`src/rtl/wdr_pkg.sv`:
```
package wdr_pkg;

  localparam int unsigned FLAG_BIT  = 6;
  localparam int unsigned VALID_BIT = 7;

  // True when the increment of v sets bit b that was clear before.
  function automatic logic bit_rises(input logic [31:0] v, input int unsigned b);
    logic [31:0] nxt;
    nxt = v + 32'd1;
    return !v[b] && nxt[b];
  endfunction

  // True on the last enabled tick of a pulse that lasts len ticks.
  function automatic logic pulse_last(input logic [31:0] cnt, input int unsigned len);
    return cnt == (len - 1);
  endfunction

endpackage

```
`src/rtl/wdr_timebase.sv`:
```
module wdr_timebase #(
  parameter int unsigned TMR_W   = 16,
  parameter int unsigned WDT_BIT = 11
) (
  input  logic clk,
  input  logic por_n,
  input  logic us_en,
  output logic slow_tick
);
  import wdr_pkg::*;

  logic [TMR_W-1:0] tmr_q;

  always_ff @(posedge clk or negedge por_n) begin
    if (!por_n)     tmr_q <= '0;
    else if (us_en) tmr_q <= tmr_q + 1'b1;
  end

  assign slow_tick = us_en && bit_rises(32'(tmr_q), WDT_BIT);

  // the selected bit cannot rise on two enabled ticks in a row
  p_tick_gap_r1: assert property (@(posedge clk) disable iff (!por_n)
    slow_tick |=> !slow_tick);

endmodule

```
`src/rtl/wdr_wdcount.sv`:
```
module wdr_wdcount #(
  parameter int unsigned WD_W = 2
) (
  input  logic clk,
  input  logic por_n,
  input  logic tick_i,
  input  logic clr_i,
  input  logic hold_i,
  output logic trip_o
);
  import wdr_pkg::*;

  logic [WD_W-1:0] cnt_q;

  always_ff @(posedge clk or negedge por_n) begin
    if (!por_n)               cnt_q <= '0;
    else if (clr_i || hold_i) cnt_q <= '0;
    else if (tick_i)          cnt_q <= cnt_q + 1'b1;
  end

  assign trip_o = tick_i && !clr_i && !hold_i && bit_rises(32'(cnt_q), WD_W - 1);

  // a cleared counter needs more than one tick to trip
  p_clear_blocks_trip_r3: assert property (@(posedge clk) disable iff (!por_n)
    clr_i |=> !trip_o);

  // the counter is zero after any cycle spent in the reset pulse
  p_held_zero_r4: assert property (@(posedge clk) disable iff (!por_n)
    hold_i |=> (cnt_q == '0));

  // a trip leaves the MSB set
  p_msb_after_trip_r2: assert property (@(posedge clk) disable iff (!por_n)
    trip_o |=> cnt_q[WD_W-1]);

endmodule

```
`src/rtl/wdr_pulse.sv`:
```
module wdr_pulse #(
  parameter int unsigned PULSE_TICKS = 2048
) (
  input  logic clk,
  input  logic por_n,
  input  logic us_en,
  input  logic trip_i,
  output logic rst_o
);
  import wdr_pkg::*;

  localparam int unsigned PW = $clog2(PULSE_TICKS + 1);

  logic [PW-1:0] len_q;
  logic          active_q;
  logic          last_tick;

  assign last_tick = active_q && us_en && pulse_last(32'(len_q), PULSE_TICKS);

  always_ff @(posedge clk or negedge por_n) begin
    if (!por_n) begin
      active_q <= 1'b0;
      len_q    <= '0;
    end else if (trip_i) begin
      active_q <= 1'b1;
      len_q    <= '0;
    end else if (last_tick) begin
      active_q <= 1'b0;
      len_q    <= '0;
    end else if (active_q && us_en) begin
      len_q    <= len_q + 1'b1;
    end
  end

  assign rst_o = active_q;

  // the pulse starts the cycle after a trip
  p_pulse_start_r5: assert property (@(posedge clk) disable iff (!por_n)
    trip_i |=> rst_o);

  // the pulse holds while no enabled tick arrives
  p_pulse_hold_r5: assert property (@(posedge clk) disable iff (!por_n)
    (rst_o && !us_en) |=> rst_o);

endmodule

```
`src/rtl/wdr_ctrl.sv`:
```
module wdr_ctrl #(
  parameter int unsigned TMR_W       = 16,
  parameter int unsigned WDT_BIT     = 11,
  parameter int unsigned WD_W        = 2,
  parameter int unsigned PULSE_TICKS = 2048
) (
  input  logic       clk,
  input  logic       por_n,
  input  logic       us_en,
  input  logic       wd_clr,
  input  logic       stat_wr,
  input  logic [7:0] stat_wdata,
  input  logic       addr_wr,
  input  logic [7:0] addr_wdata,
  output logic       stat_flag,
  output logic [6:0] usb_addr,
  output logic       tx_en,
  output logic       wd_rst
);
  import wdr_pkg::*;

  logic slow_tick;
  logic wd_trip;
  logic flag_q;
  logic [7:0] addr_q;
  logic stat_unused;

  assign stat_unused = ^{stat_wdata[7], stat_wdata[5:0]};

  wdr_timebase #(.TMR_W(TMR_W), .WDT_BIT(WDT_BIT)) u_tb (
    .clk(clk), .por_n(por_n), .us_en(us_en), .slow_tick(slow_tick));

  wdr_wdcount #(.WD_W(WD_W)) u_cnt (
    .clk(clk), .por_n(por_n), .tick_i(slow_tick), .clr_i(wd_clr),
    .hold_i(wd_rst), .trip_o(wd_trip));

  wdr_pulse #(.PULSE_TICKS(PULSE_TICKS)) u_pulse (
    .clk(clk), .por_n(por_n), .us_en(us_en), .trip_i(wd_trip), .rst_o(wd_rst));

  always_ff @(posedge clk or negedge por_n) begin
    if (!por_n)                                flag_q <= 1'b0;
    else if (wd_trip)                          flag_q <= 1'b1;
    else if (stat_wr && !stat_wdata[FLAG_BIT]) flag_q <= 1'b0;
  end

  always_ff @(posedge clk or negedge por_n) begin
    if (!por_n)                 addr_q <= '0;
    else if (wd_trip)           addr_q <= '0;
    else if (addr_wr && !wd_rst) addr_q <= addr_wdata;
  end

  assign stat_flag = flag_q;
  assign usb_addr  = addr_q[6:0];
  assign tx_en     = addr_q[VALID_BIT];

  // a trip always leaves the flag set
  p_flag_on_trip_r6: assert property (@(posedge clk) disable iff (!por_n)
    wd_trip |=> stat_flag);

  // a trip leaves the address register empty
  p_addr_wiped_r8: assert property (@(posedge clk) disable iff (!por_n)
    wd_trip |=> (!tx_en && usb_addr == 7'd0));

  // transmit enable rises only from a valid address write
  p_txen_by_write_r9: assert property (@(posedge clk) disable iff (!por_n)
    $rose(tx_en) |-> $past(addr_wr && addr_wdata[VALID_BIT] && !wd_rst));

  // no new trip while the pulse is running
  p_no_retrigger_r4: assert property (@(posedge clk) disable iff (!por_n)
    wd_rst |-> !wd_trip);

endmodule

```
`config.mk`:
```
export PLATFORM = sky130hd
export DESIGN_NAME = wdr_ctrl
export DESIGN_NICKNAME = d
export VERILOG_FILES = /design/src/rtl/wdr_pkg.sv /design/src/rtl/wdr_timebase.sv /design/src/rtl/wdr_wdcount.sv /design/src/rtl/wdr_pulse.sv /design/src/rtl/wdr_ctrl.sv
export SDC_FILE = /design/constraint.sdc
export NUM_CORES = 1
export LEC_CHECK = 0
export ABC_AREA = 1
export BUFFER_PORTS_ARGS = -buffer_cell sky130_fd_sc_hd__buf_2
export CORE_ASPECT_RATIO = 2
export CORE_UTILIZATION = 60
export DETAILED_ROUTE_END_ITERATION = 12
export HOLD_SLACK_MARGIN = 0.06
export PLACE_DENSITY = 0.84
export REMOVE_ABC_BUFFERS = 1
export SLEW_MARGIN = 20
export SYNTH_ARGS = -nofsm -noshare
export SYNTH_HDL_FRONTEND = slang
export SYNTH_SLANG_ARGS = --single-unit
```
`constraint.sdc`:
```
create_clock -name clk -period 4.08 [get_ports clk]
set_input_delay 0.612 -clock clk [delete_from_list [all_inputs] [get_ports clk]]
set_output_delay 0.612 -clock clk [all_outputs]
set_load 0.01 [all_outputs]
```
==> flow_metrics.tcl, run 1 <==
set metrics [dict create \
    ys_top_cells_by_area "dfrtp_1 47%, nand2_1 12%, inv_1 9.2%, nand3_1 6.8%, nor2_1 3.5%" \
    grt_use_met2_pct 47.0 \
    synth_edf_count 0 \
    max_clock_freq_mhz 485 \
    std_cell_rows 28 \
    async_reset_ff_share_pct 100 \
    top_usage_layer "met2" \
    first_iter_violations 50 \
    final_antenna_net_count 0 \
    grt_overflow 0 \
    clk_pin_slew_worst_paths_ns 0.07 \
    finalSetupViolations 0 \
    slowest_delay_ns 0.38 \
    die_y_um 82.0 \
    crit_path_start "u_tb.tmr_q[2]" \
    num_antenna_cells 0 \
    first_global_vias 1519 \
    path_common_cell "inv_1" \
    setup-tns-final_ns 0 \
    antenna_found_initial 0 \
    path_depth 12 \
    fin_crit_ns 2.06 \
    path_buf_inv 4 \
    cap_violations 0 \
    area_growth_pct 11.0 \
    cts.path.max_buffers 2 \
    cts_root_buffer "clkbuf_8" \
    cp_max_fo 19 \
    grt_max_degree 37 \
    pin_count 32 \
    worstSetupPathType "reg2reg" \
    power.density_nw_per_um2 375 \
    clock-sinks 36 \
    grtUsageMet1_pct 26.6 \
    finalMaxSlewViolations 0 \
    synthDistinctLibCells 25 \
    rr_endpoint "addr_q[3]" \
    synth_top_cell_area_share_pct 46.9 \
    cts_tree "yes" \
    postCtsSetupBuffers 0 \
    cp_slowest_cell "dfrtp_1" \
    dieArea_um2 3440 \
    via_per_inst 5.38 \
    worstMarginPinSlew_ns 0.784 \
    start_kind "flip-flop" \
    nNetsFinal 299 \
    wirelength_mm 3.86 \
    hpwlAfterDp_mm 2.93 \
    dr.pass1.iters 4 \
    ys_top_cells_by_count "60 x nand2_1, 47 x inv_1, 36 x dfrtp_1" \
    peakVddDrop_uv 353 \
    cp_data_arrival_time_ns 2.24 \
    grt_pass1_wl_mm 6.48 \
    io_buffers 24 \
    p_leak_nw 1.27 \
    drive_gt1_share_pct 14.3 \
    synth-seq-cells 36 \
    synth.avg_cell_area_um2 7.84 \
    die_w_um 42.0 \
    netlist_instances 245 \
    reg2reg_from "u_tb.tmr_q[2]" \
    htree_levels 2 \
    grtUsageMet3_pct 5.71 \
    finalPower_mw 0.800 \
    syn_area_um2 1920 \
    ff2ff_path_depth 12 \
    place_congestion 0.865 \
    rsz0062_at_grt "false" \
    clock_skew_ns 0.00790 \
    numCtsBuffers 5 \
    hold_path_class "in2async" \
    vias 1630 \
    yosys_warnings 0 \
    outcome "finished clean" \
    synth_seq_area_share_pct 46.9 \
    cp_cell_sequence "nand2_1, inv_1, nand4_1, nor3_1, ha_1, nand2_1, inv_1, nand3_4, o21ai_0, inv_1, a21boi_0, inv_1" \
    core_area_um2 3010 \
    max_slew_margin_pct 47.7 \
    drcViolationCount 0 \
    wire_per_inst_um 12.7 \
    start_util_pct 63.7 \
    holdBufCountCts 0 \
    worstSetupEndpoint "addr_q[3]" \
    setup.worst_path.end_class "flip-flop" \
    track_usage_pct 25.6 \
    cts-resized-gates 0 \
    worstPathRequired_ns 4.25 \
    yosysTopAreaCell "dfrtp_1" \
    path_delay_family "simple AND/OR/NAND/NOR gates" \
    fin_crit_sh_pct 50.5 \
    hold_viol 0 \
    synth_top_flop_cell "dfrtp_1" \
    clkLatencyLatePin_ns 0.29 \
    regToRegSetupSlack_ns 2.02 \
    synth.most_common_cell "nand2_1" \
]
==> final cells by class <==
cell class	count	area [um2]
clock buffers	6	72.6
clock inverters	1	5.00
fillers	261	881
inverters	48	180
multi-input cells	158	816
flip-flops and latches	36	901
well taps	30	37.5
repair buffers	24	120
==> worst min-delay path by stage <==
| stage | from | end | slack (ns) |
|---|---|---|---|
| CTS | por_n | u_pulse.len_q[0] | 0.42 |
| global placement | addr_q[6] | addr_q[6] | 0.46 |
| floorplan | por_n | addr_q[0] | 0.32 |
| finish | por_n | u_pulse.len_q[11] | 0.40 |
| detailed placement | addr_q[7] | addr_q[7] | 0.48 |
| global route | por_n | u_pulse.len_q[0] | 0.46 |
==> cell usage in the layout (no fill, tap or decap), drive strengths merged <==
| master | count |
|---|---|
| a21boi | 8 |
| a31oi | 1 |
| buf | 24 |
| clkbuf | 6 |
| clkinv | 1 |
| dfrtp | 36 |
| ha | 4 |
| inv | 48 |
| nand2 | 61 |
| nand3 | 27 |
| nand4 | 9 |
| nor2 | 23 |
| nor3 | 4 |
| o21ai | 10 |
| o21bai | 1 |
| o22ai | 1 |
| or2 | 1 |
| xnor2 | 1 |
| xor2 | 7 |
==> layer usage <==
layer | part of all wire [%] | vias up
met5 | 0 | -
met4 | 1.9 | 0
met3 | 3.1 | 6
met2 | 57 | 36
met1 | 38 | 767
li1 | - | 821
==> registers in the layout (all words and copies together) (netlist names) <==
| register | cells |
|---|---|
| addr_q | 8 |
| u_cnt.cnt_q | 2 |
| u_tb.tmr_q | 12 |
| stat_flag | 1 |
| u_pulse.rst_o | 1 |
| u_pulse.len_q | 12 |
==> stage by stage <==
stage	cell area, um2	instances	worst slack, ns	util (%)	hold slack (ns)
after global placement	2050	296	2.05	68.2	0.456
after floorplan	1900	242	2.36	-	0.316
after CTS	2130	303	2.00	70.8	0.418
after detailed placement	2050	296	2.02	68.2	0.476
after global routing	2130	303	1.73	70.8	0.462
final	2130	303	2.02	70.8	0.396
==> where the power goes <==
part           switching (mW)  internal [mW]
registers              0.0402          0.401
clock network           0.123          0.116
logic                  0.0699         0.0506
total                   0.233          0.568
==> cells by family (layout without fill, tap and decap cells) <==
logic type	count (synthesis)	in the layout	synth area share (%)
adders and majority gates	4	4	2.61
xor gates and xnor gates	8	8	3.65
AOI/OAI and AO/OA	21	21	6.78
buffers and inverters	51	79	10.6
and+or+nand+nor	125	125	29.4
DFF	36	36	46.9
No activity file was read; power rests on OpenSTA's default activity.
==> inputs of run 2 (changes only) <==
ABC_AREA = 0   (was 1)
CORE_UTILIZATION = 49   (was 60)
PLACE_DENSITY = 0.75   (was 0.84)
clock period = 1.8 ns   (was 4.08 ns; I/O delays follow)
==> run 2 against run 1 <==
Net effect: the flow now finishes with violations (design-rule violations, negative setup slack); sequential cell count did not move; critical path type unchanged; clock power rose by 150%; area after synthesis fell by 11%; sequential share of layout area fell by 2.9 points; worst setup slack got worse by 2.2 ns; combinational power rose to 3.6 times the previous value; via count fell by 13%; final cell count fell by 16%; total power rose by 150%; utilization fell by 3.0 points; routed wire length fell by 0.60%.
==> flow_metrics.tcl, run 2 <==
set metrics [dict create \
    vias 1413 \
    wire_per_inst_um 15.1 \
    yosys_warnings 0 \
    synth_top_cell_area_share_pct 52.5 \
    setup_ws_ns -0.222 \
    io_buffers 24 \
    nNetsFinal 248 \
    cp_max_fo 5 \
    grt_max_degree 37 \
    hpwlAfterDp_mm 2.57 \
    hold_viol 0 \
    num_antenna_cells 0 \
    synth_edf_count 0 \
    worstPathRequired_ns 1.96 \
    antenna_found_initial 0 \
    met2_length_mm 2.21 \
    ff2ff_path_depth 8 \
    hp-start "addr_wdata[2]" \
    synthDistinctLibCells 35 \
    met1Wirelength_mm 1.44 \
    cts_root_buffer "clkbuf_8" \
    place_congestion 0.714 \
    synth_seq_area_share_pct 52.5 \
    final_area_um2 2290 \
    final_common_cell "dfrtp_1" \
    fin_crit_sh_pct 112 \
    numCtsBuffers 5 \
    drive_gt1_share_pct 39.5 \
    fillers 265 \
    clk_pin_slew_worst_paths_ns 0.07 \
    start_kind "flip-flop" \
    p_leak_nw 1.09 \
    yosysTopAreaCell "dfrtp_1" \
    placed_area_um2 2040 \
    wirelength_mm 3.84 \
    drcViolationCount 1 \
    rr_endpoint "u_pulse.len_q[11]" \
    max_clock_freq_mhz 495 \
    clock_skew_ns 0.00726 \
    hold_end "addr_q[2]" \
    syn_area_um2 1720 \
    ys_top_cells_by_count "36 x dfrtp_1, 16 x nand2_1, 15 x nor2_1" \
    async_reset_ff_share_pct 100 \
    clkLatencyLatePin_ns 0.29 \
    ys_top_cells_by_area "dfrtp_1 53%, xnor2_1 5.6%, mux2i_1 5.3%, nand2_1 3.5%, nor2_1 3.3%" \
    violations "design-rule violations, negative setup slack" \
    htree_levels 2 \
    outcome "complete, but fails checks" \
    via_per_inst 5.54 \
    synth_top_flop_cell "dfrtp_1" \
    reg2reg_from "u_tb.tmr_q[6]" \
    seqCellArea_um2 901 \
    synth.avg_cell_area_um2 10.7 \
    netlist_instances 161 \
    grt_overflow 0 \
    final_antenna_net_count 0 \
    synth.most_common_cell "dfrtp_1" \
    peakVddDrop_uv 848 \
    layout_common_cells "36 x dfrtp_1, 30 x buf_4, 24 x buf_2" \
    grt_pass1_wl_mm 6.33 \
    clock-sinks 36 \
    max_slew_margin_pct 68.3 \
    synth-seq-cells 36 \
    core_area_um2 3380 \
    cts.path.max_buffers 2 \
    regToRegSetupSlack_ns -0.22 \
    area_growth_pct 33.4 \
    track_usage_pct 22.9 \
    dieArea_um2 3760 \
    cts_tree "yes" \
    pin_count 32 \
    finalMaxSlewViolations 0 \
    start_util_pct 50.8 \
    dr.max_layer_used "met4" \
    pre_cts_ws_ns -0.459 \
    cap_violations 0 \
    top_regs "u_pulse.len_q (12), u_tb.tmr_q (12), addr_q (8)" \
    fin_crit_ns 2.02 \
    worstMarginPinSlew_ns 0.476 \
    finalSetupViolations 20 \
    die_y_um 85.7 \
    first_iter_violations 33 \
    worstSetupPathType "reg2reg" \
    first_global_vias 1412 \
    setup.worst_path.end_class "flip-flop" \
    rsz0062_at_grt "true" \
    std_cell_rows 30 \
    min_path_cells 3 \
    met3_length_um 102 \
    power.density_nw_per_um2 862 \
    cp_data_arrival_time_ns 2.18 \
    multi_input_area_um2 846 \
    dr.pass1.iters 8 \
    die_w_um 43.8 \
    hold_path_class "in2reg" \
]
## run 2: cell types whose count changed after synthesis, moves of 4 or more
cell	before	now
nand3_1	26	8
a21oi_1	0	5
xnor2_1	1	11
nand2_1	60	16
a21boi_0	6	1
nand4_1	9	5
inv_1	47	6
or3_1	0	5
nor2_2	4	0
mux2i_1	0	9
## run 2: where the power goes
part	switching [mW]	internal [mW]	total, mW
combinational	0.191	0.240	0.431
clock	0.285	0.305	0.590
sequential	0.0482	0.903	0.951
total	0.524	1.45	1.97
## run 2: critical path, stage by stage (launching register included)
cell and delay [ns]:
dfrtp_1 0.35, and3_4 0.18, nand4_1 0.13, nor3_2 0.15, ha_2 0.22, nand2_2 0.06
or4b_4 0.59, nand2_1 0.11, o22ai_1 0.09
## run 2: logic make-up (layout without fill, tap and decap cells)
logic type	after synthesis	after routing	synth area share (%)
multiplexers	10	10	5.91
flip-flops	36	36	52.5
AO/OA/AOI/OAI	21	22	7.81
XOR/XNOR	15	15	7.66
AND/OR/NAND/NOR	65	65	20.6
adder cells (fa/ha/maj)	4	4	2.92
buffers and inverters	10	71	2.55
## run 2: cell type report
cell class,instances,share of cell area (%)
clock inverter,2,0.437
multi-input combinational,116,37.0
inverter,6,0.984
sequential,36,39.4
tap,32,1.75
clock buffer,6,3.61
timing repair buffer,57,16.9
## run 2: how the worst max path moves through the flow
stage | start | to | slack [ns] | cells after the start
global placement | u_tb.tmr_q[4] | u_pulse.len_q[10] | -0.38 | 9
CTS | u_tb.tmr_q[5] | u_pulse.len_q[10] | -0.20 | 9
finish | u_tb.tmr_q[6] | u_pulse.len_q[11] | -0.22 | 8
detailed placement | u_tb.tmr_q[4] | u_pulse.len_q[2] | -0.46 | 8
floorplan | u_tb.tmr_q[4] | u_pulse.len_q[2] | -0.41 | 8
global route | u_tb.tmr_q[5] | u_pulse.len_q[10] | -0.32 | 9
## run 2: what timing repair did
| item | 4_1_cts | 5_1_grt |
|---|---|---|
| hold buffers | 1 | 0 |
| cloned | 1 | 0 |
| endpoints found under the setup margin | 22 | 22 |
| endpoints found under the hold margin | 36 | 0 |
| pin swaps | 13 | 3 |
| gates resized for setup | 15 | 4 |
| buffers inserted | 8 | 2 |
## run 2: per-stage QoR
stage / TNS [ns] / util (%) / hold slack (ns) / power [mW] / cells
after floorplan: -5.21 / - / -0.0256 / 1.14 / 157
after global placement: -4.03 / 60.4 / 0.244 / 1.33 / 236
after detailed placement: -5.75 / 60.4 / 0.245 / 1.35 / 236
after CTS: -1.87 / 67.1 / 0.213 / 1.98 / 253
after global routing: -4.35 / 67.7 / 0.218 / 2.07 / 255
final: -2.31 / 67.7 / 0.219 / 1.97 / 255
## run 2: routing by layer
metal | track usage (%) | vias up
met5 | 0 | -
met4 | 10.8 | 0
met3 | 4.63 | 8
met2 | 40.3 | 21
met1 | 25.0 | 697
li1 | - | 687
==> inputs of run 3 (changes only) <==
CORE_UTILIZATION = 58   (was 49)
PLACE_DENSITY = 0.83   (was 0.75)
clock period = 2.55 ns   (was 1.8 ns; I/O delays follow)
==> run 3 against run 2 <==
Net effect: the run now ends clean; clock skew is 0.0012 ns lower; first-iteration DRC count is 18% lower; register-to-register slack better by 0.39 ns; cell area is 14% lower; total power is 31% lower; die area is 15% lower; critical path type unchanged; sequential cell count stayed put; routed wire length is 11% lower; global-route usage is 3.8 points higher; non-clock buffer count is 32 lower; final cell count is 14% lower; worst setup slack better by 0.39 ns.
==> flow_metrics.tcl, run 3 (same netlist as run 2, synthesis figures left out) <==
set metrics [dict create \
    die_w_um 40.5 \
    reg2reg_from "u_tb.tmr_q[4]" \
    via_per_inst 5.81 \
    fillers 219 \
    fin_crit_ns 2.39 \
    dieArea_um2 3190 \
    clock-sinks 36 \
    num_antenna_cells 0 \
    cp_data_arrival_time_ns 2.61 \
    first_iter_violations 27 \
    hpwlAfterDp_mm 2.52 \
    setup-tns-final_ns 0 \
    cp_slowest_cell "or4_4" \
    finalSetupViolations 0 \
    multi_input_area_um2 776 \
    cp_max_fo 12 \
    drcViolationCount 0 \
    setup_ws_ns 0.164 \
    pin_count 32 \
    die_y_um 78.9 \
    clk_pin_slew_worst_paths_ns 0.08 \
    max_clock_freq_mhz 419 \
    worstSetupEndpoint "u_pulse.len_q[10]" \
    numCtsBuffers 5 \
    postCtsSetupBuffers 0 \
    hold_path_class "in2async" \
    clkLatencyLatePin_ns 0.29 \
    rr_endpoint "u_pulse.len_q[10]" \
    nNetsFinal 215 \
    grt_pass1_wl_mm 5.78 \
    first_global_vias 1361 \
    io_buffers 24 \
    start_util_pct 61.9 \
    worstPathRequired_ns 2.77 \
    final_antenna_net_count 0 \
    finalMaxSlewViolations 0 \
    place_congestion 0.714 \
    cp_cell_sequence "and3_1, nand4_1, nor3_1, ha_1, nand4b_2, and2_2, or4_4, a21oi_2" \
    worstMarginPinSlew_ns 0.781 \
    worstSetupPathType "reg2reg" \
    std_cell_rows 27 \
    clock_skew_ns 0.00607 \
    setup.worst_path.end_class "flip-flop" \
    seqCellArea_um2 901 \
    regToRegSetupSlack_ns 0.16 \
    start_kind "flip-flop" \
    dr.pass1.iters 4 \
    antenna_found_initial 0 \
    final_common_cell "dfrtp_1" \
    outcome "finished clean" \
    rsz0062_at_grt "false" \
    hold_viol 0 \
    grt_overflow 0 \
    ff2ff_path_depth 8 \
    area_growth_pct 15.1 \
    drive_gt1_share_pct 23.7 \
    power.density_nw_per_um2 692 \
    core_area_um2 2770 \
    finalPower_mw 1.37 \
    cts_root_buffer "clkbuf_8" \
    cts.path.max_buffers 2 \
    cap_violations 0 \
    max_slew_margin_pct 47.9 \
    wirelength_mm 3.41 \
    peakVddDrop_uv 657 \
    fin_util_pct 71.3 \
    cts_tree "yes" \
    p_leak_nw 0.925 \
    top_regs "u_pulse.len_q (12), u_tb.tmr_q (12), addr_q (8)" \
    pre_cts_ws_ns 0.0809 \
    track_usage_pct 26.7 \
    layout_common_cells "36 x dfrtp_1, 24 x buf_2, 16 x nand2_1" \
    wire_per_inst_um 15.6 \
    grt_max_degree 37 \
    htree_levels 2 \
    crit_path_start "u_tb.tmr_q[4]" \
    fin_crit_sh_pct 93.6 \
    slowest_delay_ns 0.43 \
    vias 1273 \
]
[run 3: cell types whose count changed in the layout (fill, tap and decap cells not counted), moves of 2 or more]
cell,before,now
a211oi_2,3,0
a211oi_1,0,3
buf_4,30,1
nor2_1,13,15
nor2_2,2,0
o21ai_1,2,0
o21ai_0,6,8
[run 3: layout make-up]
class | instances | area share (%)
timing repair buffer | 25 | 6.46
tap | 29 | 1.84
clock buffer | 5 | 3.49
sequential | 36 | 45.6
multi-input combinational | 115 | 39.3
inverter | 6 | 1.14
clock inverter | 3 | 2.15
[run 3: worst min path at each step]
stage,from,endpoint,slack (ns),cells past startpoint
2_1_floorplan,por_n,addr_q[0],0.09,0
5_1_grt,por_n,addr_q[1],0.24,1
4_1_cts,por_n,addr_q[1],0.19,1
3_5_place_dp,u_pulse.len_q[11],u_pulse.len_q[11],0.47,1
6_report,por_n,addr_q[1],0.17,1
3_3_place_gp,u_tb.tmr_q[10],u_tb.tmr_q[10],0.46,1
[run 3: power by group]
group | switching [mW] | internal (mW)
Sequential | 0.0677 | 0.637
Combinational | 0.0836 | 0.0819
Clock | 0.206 | 0.289
Total | 0.357 | 1.01
[run 3: through the flow]
step	std cells	hold slack (ns)	instance area (um2)
after floorplan	157	0.0869	1690
after global placement	211	0.457	1860
after detailed placement	211	0.470	1860
after CTS	219	0.189	1970
after global routing	219	0.236	1970
final	219	0.167	1970
[run 3: routing by layer]
layer	up-vias	wire, um	GRT usage, %	part of all wire, %
met5	-	0	0	0
met4	0	63	10.0	1.8
met3	6	91	7.54	2.7
met2	17	2010	49.2	59
met1	635	1250	24.6	37
li1	615	-	-	-
[run 3: critical path: cells and delay by family, from the launching register on]
family / cells / cell delay [ns]
and+or+nand+nor: 6 / 1.54
DFF: 1 / 0.40
adders and majority gates: 1 / 0.23
AOI/OAI and AO/OA: 1 / 0.15
[run 3: what timing repair did]
action                     CTS  global route
setup endpoints to repair    0             9
resized for setup            0             2
hold buffers                 0             0
